`src/rtl/aux_ctl_pkg.sv`:
```
package aux_ctl_pkg;

  typedef enum logic [3:0] {
    SEL_NONE,
    SEL_CFG,
    SEL_AUX1,
    SEL_AUX2,
    SEL_DIAG,
    SEL_MCTL,
    SEL_PM,
    SEL_LED,
    SEL_SYS
  } sel_e;

  localparam int unsigned BYTE_W      = 8;
  localparam int unsigned AUX2_W      = 3;
  localparam int unsigned IRQ_EN_BIT  = 3;
  localparam int unsigned PF_BIT      = 2;
  localparam int unsigned PF_CLR_BIT  = 1;
  localparam int unsigned OFF_BIT     = 0;
  localparam int unsigned SYS_CMD_BIT = 0;
  localparam int unsigned NUM_REQ     = 3;
  localparam int unsigned REQ_OFF     = 0;
  localparam int unsigned REQ_RST     = 1;
  localparam int unsigned REQ_HALT    = 2;

  // Second auxiliary register after a bus write: low bits from the bus,
  // status kept, and a clear command drops everything but bit 0.
  function automatic logic [AUX2_W-1:0] aux2_after_write(
    input logic [AUX2_W-1:0] cur,
    input logic [1:0]        wd
  );
    logic [AUX2_W-1:0] r;
    r = {cur[PF_BIT], wd};
    if (wd[PF_CLR_BIT]) r = {2'b00, wd[OFF_BIT]};
    return r;
  endfunction

  function automatic logic pf_status(input logic level, input logic enable);
    return level & enable;
  endfunction

endpackage

```
`src/rtl/aux_pf_sync.sv`:
```
module aux_pf_sync #(
  parameter int unsigned STAGES = 2
) (
  input  logic clk,
  input  logic rst_n,
  input  logic async_in,
  output logic sync_o,
  output logic change_o
);
  logic [STAGES-1:0] chain_q;
  logic              last_q;

  always_ff @(posedge clk or negedge rst_n) begin
    if (!rst_n) begin
      chain_q <= '0;
      last_q  <= 1'b0;
    end else begin
      chain_q <= {chain_q[STAGES-2:0], async_in};
      last_q  <= chain_q[STAGES-1];
    end
  end

  assign sync_o   = chain_q[STAGES-1];
  assign change_o = chain_q[STAGES-1] ^ last_q;
endmodule

```
`src/rtl/aux_addr_dec.sv`:
```
module aux_addr_dec
  import aux_ctl_pkg::*;
#(
  parameter int unsigned    AW        = 28,
  parameter logic [AW-1:0]  BYTE_MASK = 28'hFFF0000,
  parameter logic [AW-1:0]  CFG_BASE  = 28'h1800000,
  parameter logic [AW-1:0]  AUX1_BASE = 28'h1900000,
  parameter logic [AW-1:0]  AUX2_BASE = 28'h1910000,
  parameter logic [AW-1:0]  DIAG_BASE = 28'h1A00000,
  parameter logic [AW-1:0]  MCTL_BASE = 28'h1B00000,
  parameter logic [AW-1:0]  PM_BASE   = 28'hA000000,
  parameter logic [AW-1:0]  LED_BASE  = 28'h1600000,
  parameter logic [AW-1:0]  SYS_BASE  = 28'h1F00000
) (
  input  logic [AW-1:0] addr,
  output sel_e          sel
);
  localparam int unsigned WIN_BITS = 2;

  logic [AW-1:0] masked;
  logic          off_zero;

  assign masked   = addr & BYTE_MASK;
  assign off_zero = (addr[WIN_BITS-1:0] == '0);

  always_comb begin
    sel = SEL_NONE;
    if      (masked == (CFG_BASE  & BYTE_MASK)) sel = SEL_CFG;
    else if (masked == (AUX1_BASE & BYTE_MASK)) sel = SEL_AUX1;
    else if (masked == (AUX2_BASE & BYTE_MASK)) sel = SEL_AUX2;
    else if (masked == (DIAG_BASE & BYTE_MASK)) sel = SEL_DIAG;
    else if (masked == (MCTL_BASE & BYTE_MASK)) sel = SEL_MCTL;
    else if (masked == (PM_BASE   & BYTE_MASK)) sel = SEL_PM;
    else if (off_zero && addr[AW-1:WIN_BITS] == LED_BASE[AW-1:WIN_BITS]) sel = SEL_LED;
    else if (off_zero && addr[AW-1:WIN_BITS] == SYS_BASE[AW-1:WIN_BITS]) sel = SEL_SYS;
  end
endmodule

```
`src/rtl/aux_pulse_reg.sv`:
```
module aux_pulse_reg #(
  parameter int unsigned N = 3
) (
  input  logic         clk,
  input  logic         rst_n,
  input  logic [N-1:0] fire,
  output logic [N-1:0] pulse
);
  for (genvar i = 0; i < N; i++) begin : g_req
    always_ff @(posedge clk or negedge rst_n) begin
      if (!rst_n) pulse[i] <= 1'b0;
      else        pulse[i] <= fire[i];
    end
  end
endmodule

```
`src/rtl/aux_ctl_regs.sv`:
```
module aux_ctl_regs
  import aux_ctl_pkg::*;
#(
  parameter int unsigned AW          = 28,
  parameter int unsigned DW          = 32,
  parameter int unsigned LED_W       = 16,
  parameter int unsigned SYS_W       = 32,
  parameter int unsigned SYNC_STAGES = 2
) (
  input  logic          clk,
  input  logic          rst_n,
  input  logic          soft_rst,
  input  logic [AW-1:0] bus_addr,
  input  logic          bus_wr,
  input  logic          bus_rd,
  input  logic [DW-1:0] bus_wdata,
  output logic [DW-1:0] bus_rdata,
  input  logic          pwr_fail,
  output logic          irq_o,
  output logic [LED_W-1:0] led_o,
  output logic          shutdown_req,
  output logic          sysrst_req,
  output logic          halt_req
);
  localparam logic [SYS_W-1:0] SYS_LOAD = SYS_W'(2);

  sel_e sel;
  logic pf_level, pf_change;
  logic [BYTE_W-1:0] cfg_q, aux1_q, diag_q, mctl_q;
  logic [AUX2_W-1:0] aux2_q, aux2_live;
  logic [LED_W-1:0]  led_q;
  logic [SYS_W-1:0]  sys_q;
  logic wr_cfg, wr_aux1, wr_aux2, wr_diag, wr_mctl, wr_pm, wr_led, wr_sys;
  logic [NUM_REQ-1:0] req_fire, req_pulse;

  aux_addr_dec #(.AW(AW)) u_dec (
    .addr (bus_addr),
    .sel  (sel)
  );

  aux_pf_sync #(.STAGES(SYNC_STAGES)) u_sync (
    .clk      (clk),
    .rst_n    (rst_n),
    .async_in (pwr_fail),
    .sync_o   (pf_level),
    .change_o (pf_change)
  );

  assign wr_cfg  = bus_wr && (sel == SEL_CFG);
  assign wr_aux1 = bus_wr && (sel == SEL_AUX1);
  assign wr_aux2 = bus_wr && (sel == SEL_AUX2);
  assign wr_diag = bus_wr && (sel == SEL_DIAG);
  assign wr_mctl = bus_wr && (sel == SEL_MCTL);
  assign wr_pm   = bus_wr && (sel == SEL_PM);
  assign wr_led  = bus_wr && (sel == SEL_LED);
  assign wr_sys  = bus_wr && (sel == SEL_SYS);

  // Status bit refreshed on a synchronised power-fail edge, before any write.
  always_comb begin
    aux2_live = aux2_q;
    if (pf_change) aux2_live[PF_BIT] = pf_status(pf_level, cfg_q[IRQ_EN_BIT]);
  end

  // Soft-clearable group
  always_ff @(posedge clk or negedge rst_n) begin
    if (!rst_n) begin
      cfg_q  <= '0;
      aux1_q <= '0;
      aux2_q <= '0;
      mctl_q <= '0;
    end else if (soft_rst) begin
      cfg_q  <= '0;
      aux1_q <= '0;
      aux2_q <= '0;
      mctl_q <= '0;
    end else begin
      if (wr_cfg)  cfg_q  <= bus_wdata[BYTE_W-1:0];
      if (wr_aux1) aux1_q <= bus_wdata[BYTE_W-1:0];
      if (wr_mctl) mctl_q <= bus_wdata[BYTE_W-1:0];
      aux2_q <= wr_aux2 ? aux2_after_write(aux2_live, bus_wdata[1:0]) : aux2_live;
    end
  end

  // Group kept across soft reset
  always_ff @(posedge clk or negedge rst_n) begin
    if (!rst_n) begin
      diag_q <= '0;
      led_q  <= '0;
      sys_q  <= '0;
    end else begin
      if (wr_diag) diag_q <= bus_wdata[BYTE_W-1:0];
      if (wr_led)  led_q  <= bus_wdata[LED_W-1:0];
      if (wr_sys && bus_wdata[SYS_CMD_BIT]) sys_q <= SYS_LOAD;
    end
  end

  always_comb begin
    req_fire           = '0;
    req_fire[REQ_OFF]  = wr_aux2 && bus_wdata[OFF_BIT];
    req_fire[REQ_RST]  = wr_sys && bus_wdata[SYS_CMD_BIT];
    req_fire[REQ_HALT] = wr_pm;
  end

  aux_pulse_reg #(.N(NUM_REQ)) u_pulse (
    .clk   (clk),
    .rst_n (rst_n),
    .fire  (req_fire),
    .pulse (req_pulse)
  );

  assign shutdown_req = req_pulse[REQ_OFF];
  assign sysrst_req   = req_pulse[REQ_RST];
  assign halt_req     = req_pulse[REQ_HALT];
  assign irq_o        = aux2_q[PF_BIT] & cfg_q[IRQ_EN_BIT];
  assign led_o        = led_q;

  always_comb begin
    bus_rdata = '0;
    if (bus_rd) begin
      unique case (sel)
        SEL_CFG:  bus_rdata = DW'(cfg_q);
        SEL_AUX1: bus_rdata = DW'(aux1_q);
        SEL_AUX2: bus_rdata = DW'(aux2_q);
        SEL_DIAG: bus_rdata = DW'(diag_q);
        SEL_MCTL: bus_rdata = DW'(mctl_q);
        SEL_LED:  bus_rdata = DW'(led_q);
        SEL_SYS:  bus_rdata = DW'(sys_q);
        default:  bus_rdata = '0;
      endcase
    end
  end

  wire unused_wdata = ^bus_wdata[DW-1:LED_W];
endmodule

```
`config.mk`:
```
export PLATFORM = sky130hd
export DESIGN_NAME = aux_ctl_regs
export DESIGN_NICKNAME = d
export VERILOG_FILES = /design/src/rtl/aux_ctl_pkg.sv /design/src/rtl/aux_pf_sync.sv /design/src/rtl/aux_addr_dec.sv /design/src/rtl/aux_pulse_reg.sv /design/src/rtl/aux_ctl_regs.sv
export SDC_FILE = /design/constraint.sdc
export NUM_CORES = 1
export LEC_CHECK = 0
export BUFFER_PORTS_ARGS = -buffer_cell sky130_fd_sc_hd__buf_2
export CAP_MARGIN = 20
export CORE_ASPECT_RATIO = 1.1
export CORE_UTILIZATION = 48
export DETAILED_ROUTE_END_ITERATION = 6
export GPL_TIMING_DRIVEN = 0
export PLACE_DENSITY_LB_ADDON = 0.3
export SLEW_MARGIN = 40
export SYNTH_ARGS = -nofsm -noshare
export SYNTH_HDL_FRONTEND = slang
export SYNTH_HIERARCHICAL = 1
export SYNTH_SLANG_ARGS = --single-unit
```
`constraint.sdc`:
```
create_clock -name clk -period 3.19 [get_ports clk]
set_input_delay 0.1595 -clock clk [delete_from_list [all_inputs] [get_ports clk]]
set_output_delay 0.1595 -clock clk [all_outputs]
set_load 0.05 [all_outputs]
```
# Yosys cells after proc, flatten, opt, wreduce, memory -nomap -nowiden
# Index checks and enable logic that the tools add are counted.
# totals
register_bits	58
input_bits	66
out_inout_bits	52
wordCells	69
# classes
n_eq_ne	16
mux	20
bitwise	3
reduce_logical	17
# op_table
operator	n
$pmux W16 S7	1
$eq A12 B9 Y1 const B	5
$eq A26 B23 Y1 const B	2
$mux W8	6
$mux W4	8
$eq A4 B3 Y1 const B	4
$mux W16	1
$eq A12 B12 Y1 const B	1
$logic_and A1 B1 Y1	12
$mux W3	3
$eq A4 B2 Y1 const B	2
$reduce_bool A2 Y1	4
$eq A4 B1 Y1 const B	1
$eq A4 B4 Y1 const B	1
$and A1 B1 Y1	2
$logic_not A2 Y1	1
$mux W1	1
$xor A1 B1 Y1	1

# Depth between registers and ports, before layout
# Gate-level depths: netlist (run 1).
# logic_depth
ltp_word	14
mapped_depth	9

# By module
# Netlist (run 1), hierarchy kept.
# modules_own_cells
module	instances	cells_each	area_each_um2	seq_area_each_um2
aux_ctl_regs	1	243	2810.2	1276.2
aux_addr_dec	1	26	198.9	0.0
aux_pf_sync	1	4	83.8	75.1
aux_pulse_reg	1	3	75.1	75.1

# Worst setup path before layout (run 1)
# No wires, ideal clock.
# synth_timing
kind	in2out
from	input bus_addr[19]
to	output bus_rdata[0]
arrival_ns	2.746
slack_ns	0.284
cell_stages	8
path_cell_list	nor4_1 > or2b_1 > o221ai_1 > buf_6 > nand3b_1 > a21oi_1 > a21oi_1 > nor3b_1
# synth_via
elab_cells_between_ends	27
classes_between	eq/ne: 15; mux: 10; reduce/logical: 2
# synth_lines
element	line	rtl
start: declaration	aux_ctl_regs.sv:13	input logic [AW-1:0] bus_addr,
$eq A26 B23 Y1	aux_addr_dec.sv:34	else if (off_zero && addr[AW-1:WIN_BITS] == LED_BASE[AW-1:WIN_BITS]) sel = SEL_LED;
$logic_and A1 B1 Y1	aux_addr_dec.sv:34	
$mux W4	aux_addr_dec.sv:34	
$mux W4	aux_addr_dec.sv:33	else if (masked == (PM_BASE & BYTE_MASK)) sel = SEL_PM;
$mux W4	aux_addr_dec.sv:32	else if (masked == (MCTL_BASE & BYTE_MASK)) sel = SEL_MCTL;
$mux W4	aux_addr_dec.sv:31	else if (masked == (DIAG_BASE & BYTE_MASK)) sel = SEL_DIAG;
$mux W4	aux_addr_dec.sv:30	else if (masked == (AUX2_BASE & BYTE_MASK)) sel = SEL_AUX2;
$mux W4	aux_addr_dec.sv:29	else if (masked == (AUX1_BASE & BYTE_MASK)) sel = SEL_AUX1;
$mux W4 (*)	aux_addr_dec.sv:28	if (masked == (CFG_BASE & BYTE_MASK)) sel = SEL_CFG;
via sel[1]	aux_ctl_regs.sv:27	sel_e sel;
$eq A4 B4 Y1 (tied with other cells)	aux_ctl_regs.sv:120	unique case (sel)
$pmux W16 S7 (*)	aux_ctl_regs.sv:120	
$mux W16 (*)	aux_ctl_regs.sv:119	if (bus_rd) begin
end: declaration	aux_ctl_regs.sv:17	output logic [DW-1:0] bus_rdata,
# The timed path passes the listed nets; every way through them passes the cells marked *.

# Final worst setup path (run 1)
# layout_timing
from	input bus_addr[16]
to	output bus_rdata[1]
# Same word-level chain as after synthesis.

==> impl_metrics.py, run 1 <==
metrics = {
    "global_route": {
        "grt_pass1_vias": 2409,
        "antenna_found_initial": 0,
        "grt-ovfl-total": 0,
        "grtUsageTotal_pct": 23.4,
        "grt_pass1_wl_microns": 12000,
        "grt_max_degree": 58,
    },
    "timing": {
        "fin_skew_ps": 0.173,
        "finalMaxSlewViolations": 0,
        "timing.slew.headroom_pct": 50.7,
        "fin_tns_setup_ps": 0,
        "hold_viol_final": 0,
        "rsz0062_at_grt": "no",
        "clock.fmax_mhz": 341,
        "min_period_over_period_pct": 92.0,
        "final.min_clock_period_ps": 2930,
        "worst_pin_slew_ps": 740,
        "setup_viol": 0,
    },
    "clock_tree": {
        "cts_resized": 0,
        "path_clk_slew_ps": 60,
        "cts_made_buffers": 9,
        "cts_htree_levels": 3,
        "tritoncts": "done",
        "cts_root_buffer": "clkbuf_8",
        "cts.sink_count": 57,
        "cts_buffer_depth": 2,
        "clock_latency_ps": 340,
    },
    "detailed_routing": {
        "post_drt_via_cell_ratio": 5.28,
        "antenna_left": 0,
        "wl_per_cell_microns": 15.8,
        "drt_iter0_drc": 171,
        "vias": 2482,
        "drt-total-wl_microns": 7420,
        "drc": 0,
        "dr.pass1.iters": 4,
    },
    "worst_setup_path": {
        "crit_buf_inv": 3,
        "critical_path.top_delay_family": "compound AO/OA/AOI/OAI gates",
        "start_kind": "input pin",
        "slowest_delay_ps": 650,
        "slowest_stage": "o221ai_1",
        "critPathKind": "in -> out",
        "cp_common_cell": "buf_2",
        "crit_arrival_ps": 2770,
        "end_kind": "output port",
        "worstPathCellList": "buf_2 > nor4_1 > nand4_1 > o221ai_1 > buf_6 > nor2b_1 > a22oi_1 > a21oi_1 > buf_2",
        "crit_required_ps": 3030,
        "path_max_fanout": 10,
    },
    "pwr": {
        "ir_worst_vdd_mv": 0.240,
        "clkPwrFrac_pct": 44.9,
        "p_comb_share_pct": 8.7,
        "power_per_cell_area_nw_per_um2": 396,
        "leakage_uw": 0.00208,
        "power_frac_seq_pct": 46.4,
        "internal-power_uw": 1190,
        "swShare_pct": 24.3,
        "switchingPower_uw": 382,
    },
    "worst_hold_path": {
        "hold_class": "in -> reg",
    },
    "floorplanning": {
        "die-area_sq_um": 6930,
        "boundaryPins": 118,
        "rows": 30,
        "die_h_microns": 87.2,
        "die_w_microns": 79.5,
        "initial_core_util_pct": 50.5,
        "coreArea_sq_um": 6270,
    },
    "yosys": {
        "synth_flop_cell": "dfrtp_1",
        "synth_area_sq_um": 3170,
        "ys_ff_latch": 57,
        "seq_area_frac_synth_pct": 45.0,
        "async_flop_share_pct": 100,
        "ys_warn_count": 6,
        "synth_edf_count": 0,
        "avgSynthCellArea_sq_um": 11.5,
        "synth.distinct_cells": 51,
        "yosys-top-cells-area": "dfrtp_1 (45%), mux2i_1 (8.5%), mux2_2 (6.0%), mux2_4 (5.2%), buf_4 (4.5%)",
        "synthDominantCellAreaShare_pct": 45.0,
        "syn-instance-count": 276,
        "yosysTopAreaCell": "dfrtp_1",
    },
    "run_status": {
        "status": "complete, no violations",
    },
    "placed_design": {
        "dp_hpwl_microns": 5240,
        "dp.cells": 454,
        "place_congestion": 0.816,
        "io_buffer_count": 83,
    },
    "finish": {
        "drive_gt1_share_pct": 41.5,
        "layout_common_cells": "buf_2 (83), dfrtp_1 (57), nor2_1 (37)",
        "syn2layout_area_growth_pct": 25.2,
        "antennaDiodeCount": 0,
        "nNetsFinal": 453,
        "layout.cells.non_filler": 470,
        "final_common_cell": "buf_2",
    },
    "flow_run": {
        "drv_cap": 0,
    },
}
[stage by stage]
stage / area, sq um / util (%) / hold WS (ps) / power [uW] / setup WS [ps]
CTS: 3970 / 63.3 / 36.1 / 1580 / 266
finish: 3970 / 63.3 / 45.3 / 1570 / 256
floorplan: 3220 / - / -136 / 816 / 284
global route: 3970 / 63.3 / 37.7 / 1620 / 27.2
detailed placement: 3740 / 59.7 / 262 / 876 / 311
global placement: 3740 / 59.7 / 268 / 874 / 286
[state kept, by name, indices dropped and copies added, names as in the netlist]
register	flops
aux2_q	2
cfg_q	8
u_sync/last_q	1
u_pulse/pulse	3
sys_q	1
aux1_q	8
mctl_q	8
led_o	16
diag_q	8
u_sync/chain_q	2
[layout make-up]
class | instances | area (sq um)
inverter | 1 | 3.75
fill | 513 | 2300
timing repair buffer | 85 | 438
tap | 80 | 100
buffer | 28 | 216
sequential | 57 | 1430
clock buffer | 12 | 165
multi-input combinational | 205 | 1580
clock inverter | 2 | 37.5
[cells in the mapped netlist (2+ instances only)]
cell	number
nand3b_1	3
nand4_1	3
nand3_2	3
xor2_1	2
o221ai_1	2
nand3_1	2
a222oi_1	3
mux2_2	17
buf_6	3
nor2_1	37
and2_1	11
a22o_1	10
nor2b_1	6
buf_4	19
a32oi_1	2
mux2_4	11
nor3_1	7
a21oi_1	7
buf_1	2
a211oi_1	2
clkbuf_1	2
mux2i_1	27
nor4_1	5
nand2_1	6
dfrtp_1	57
or2b_1	2
[cells by family (layout without fill, tap and decap cells)]
| logic type | after synthesis | count (layout) | share of synthesized area, % |
|---|---|---|---|
| compound gates | 31 | 31 | 7.74 |
| xor+xnor | 2 | 2 | 0.553 |
| buf+inv | 29 | 128 | 6.95 |
| flops | 57 | 57 | 45.0 |
| mux | 56 | 56 | 20.6 |
| other cells | 1 | 16 | 0.118 |
| simple gates | 100 | 100 | 19.0 |
[power by group through the flow]
stage / clock network [uW] / registers, uW / logic, uW
after floorplan: 0 / 741 / 75.4
after global placement: 0 / 741 / 133
after detailed placement: 0 / 741 / 135
after CTS: 716 / 728 / 138
final: 705 / 728 / 137
after global routing: 749 / 728 / 148
[what timing repair did]
action                    CTS  global route
hold buffers                2             0
setup buffers               0             0
hold endpoints to repair   58             0
[final timing paths]
| kind | end | slack [ps] | start | depth (start not counted) |
|---|---|---|---|---|
| min reg2reg | u_sync/chain_q[1]$_DFF_PN0_ | 350 | u_sync/chain_q[0]$_DFF_PN0_ | 0 |
| min in group asynchronous | led_o[4]$_DFFE_PN0P_ | 410 | rst_n | 2 |
| max in group asynchronous | u_pulse/pulse[0]$_DFF_PN0_ | 2310 | rst_n | 2 |
| min | led_o[12]$_DFFE_PN0P_ | 50 | bus_wdata[12] | 2 |
| max | bus_rdata[1] | 260 | bus_addr[16] | 9 |
| max reg2reg | aux2_q[2]$_DFF_PN0_ | 2150 | u_sync/chain_q[1]$_DFF_PN0_ | 4 |
[routing by layer]
layer  global-route usage [%]  share of wire [%]
met2                     39.2                 48
met3                     5.97                6.5
met1                     28.9                 43
met5                        0                  0
met4                     9.26                1.9
No activity file was read; power rests on OpenSTA's default activity.
==> inputs of run 2 (changes only) <==
--- a/config.mk
+++ b/config.mk
@@ -11,9 +11,11 @@
 export CORE_UTILIZATION = 48
 export DETAILED_ROUTE_END_ITERATION = 6
 export GPL_TIMING_DRIVEN = 0
+export HOLD_SLACK_MARGIN = 0.12
 export PLACE_DENSITY_LB_ADDON = 0.3
 export SLEW_MARGIN = 40
 export SYNTH_ARGS = -nofsm -noshare
 export SYNTH_HDL_FRONTEND = slang
 export SYNTH_HIERARCHICAL = 1
 export SYNTH_SLANG_ARGS = --single-unit
+export TNS_END_PERCENT = 5
==> impl_metrics.py, run 2 (synthesized netlist as in run 1, its figures left out) <==
metrics = {
    "global_route": {
        "antenna_found_initial": 0,
        "grt_pass1_vias": 2485,
        "grtUsageTotal_pct": 23.9,
        "grt_pass1_wl_microns": 12200,
        "grt_max_degree": 58,
        "grt-ovfl-total": 0,
    },
    "run_status": {
        "status": "complete, no violations",
    },
    "worst_hold_path": {
        "hold_class": "in -> reg",
    },
    "placed_design": {
        "dpl-instance-area_sq_um": 3740,
        "preCtsSetupSlack_ps": 311,
        "io_buffer_count": 83,
        "place_congestion": 0.816,
        "dp_hpwl_microns": 5240,
    },
    "pwr": {
        "ir_worst_vdd_mv": 0.247,
        "power_uw": 1580,
        "leakage_uw": 0.00213,
        "power_per_cell_area_nw_per_um2": 385,
    },
    "timing": {
        "worst_pin_slew_ps": 724,
        "setup_viol": 0,
        "fin_tns_setup_ps": 0,
        "min_period_over_period_pct": 93.8,
        "fin_ws_ps": 198,
        "clock.fmax_mhz": 334,
        "rsz0062_at_grt": "no",
        "fin_skew_ps": 0.173,
        "hold_viol_final": 0,
        "timing.slew.headroom_pct": 51.7,
        "final.min_clock_period_ps": 2990,
        "finalMaxSlewViolations": 0,
    },
    "worst_setup_path": {
        "path_max_fanout": 10,
        "crit_required_ps": 3030,
        "critPathKind": "in -> out",
        "end_kind": "output port",
        "worstPathCellList": "buf_2 > nor4_1 > nand4_1 > o221ai_1 > buf_6 > nor2b_1 > a22oi_1 > a21oi_1 > buf_2",
        "slowest_delay_ps": 640,
        "slowest_stage": "o221ai_1",
        "crit_arrival_ps": 2830,
        "critical_path.top_delay_family": "simple AND/OR/NAND/NOR gates",
        "cp_common_cell": "buf_2",
        "start_kind": "input pin",
        "crit_buf_inv": 3,
    },
    "floorplanning": {
        "die_h_microns": 87.2,
        "die-area_sq_um": 6930,
        "rows": 30,
        "coreArea_sq_um": 6270,
        "boundaryPins": 118,
        "initial_core_util_pct": 50.5,
        "die_w_microns": 79.5,
    },
    "finish": {
        "drive_gt1_share_pct": 40.1,
        "layout_common_cells": "buf_2 (83), dfrtp_1 (57), nor2_1 (37)",
        "syn2layout_area_growth_pct": 29.6,
        "nFillCells": 498,
        "antennaDiodeCount": 0,
        "final_util_pct": 65.5,
        "final_common_cell": "buf_2",
        "nNetsFinal": 467,
        "final_area_sq_um": 4110,
        "largest_register_ffs": 16,
    },
    "clock_tree": {
        "path_clk_slew_ps": 60,
        "cts_buffer_depth": 2,
        "clock_latency_ps": 340,
        "cts_htree_levels": 3,
        "cts.sink_count": 57,
        "cts_made_buffers": 9,
        "tritoncts": "done",
        "cts_root_buffer": "clkbuf_8",
    },
    "detailed_routing": {
        "drt-total-wl_microns": 7600,
        "post_drt_via_cell_ratio": 5.19,
        "vias": 2514,
        "dr.pass1.iters": 4,
        "wl_per_cell_microns": 15.7,
        "drt_iter0_drc": 173,
        "antenna_left": 0,
        "drc": 0,
    },
    "flow_run": {
        "drv_cap": 0,
    },
}
[run 2: changes by cell type in the layout (fill, tap and decap cells not counted)]
cell / change
dlygate4sd3_1: +14
[run 2: cell type report]
class / instances / area (sq um) / share of cell area [%]
Multi-Input combinational cell: 205 / 1580 / 38.4
Sequential cell: 57 / 1430 / 34.7
Timing Repair Buffer: 99 / 578 / 14.1
Buffer: 28 / 216 / 5.27
Clock buffer: 12 / 165 / 4.02
Tap cell: 80 / 100 / 2.44
Clock inverter: 2 / 37.5 / 0.914
Inverter: 1 / 3.75 / 0.0914
[run 2: path summary, 6_finish.rpt]
kind / start / to / slack (ps) / cells after the start
worst max-delay path: bus_addr[16] / bus_rdata[1] / 200 / 9
worst min-delay path: bus_wdata[0] / u_pulse/pulse[1]$_DFF_PN0_ / 140 / 3
worst max register to register: u_sync/chain_q[1]$_DFF_PN0_ / aux2_q[2]$_DFF_PN0_ / 2150 / 4
worst min register to register: u_sync/chain_q[0]$_DFF_PN0_ / u_sync/chain_q[1]$_DFF_PN0_ / 350 / 0
max in group asynchronous: rst_n / u_pulse/pulse[0]$_DFF_PN0_ / 2300 / 2
min in group asynchronous: rst_n / led_o[4]$_DFFE_PN0P_ / 410 / 2
[run 2: where the power goes]
part           switching [uW]  internal (uW)
clock                     287            416
sequential               1.61            726
combinational            93.2           57.1
total                     381           1200
[run 2: timing repair]
item | in CTS | in global routing
buffers inserted | 0 | 0
gates resized for setup | 0 | 0
hold buffers | 16 | 0
hold endpoints to repair | 79 | 0
[run 2: stage by stage]
stage,hold WS [ps],instances
4_1_cts,120,484
3_5_place_dp,262,454
2_1_floorplan,-136,291
5_1_grt,135,484
6_report,136,484
3_3_place_gp,268,454
[run 2: tightest hold or removal path, stage by stage]
cell     delay [ps]
buf_2           150
nand2_1          80
nor3_1           50
[run 2: per-layer routing]
layer | vias to the layer above | global-route usage (%) | routed length [microns]
met1 | 1184 | 28.6 | 3280
met2 | 107 | 40.9 | 3690
li1 | 1214 | - | -
met5 | - | 0 | 0
met4 | 0 | 9.26 | 135
met3 | 9 | 6.07 | 500
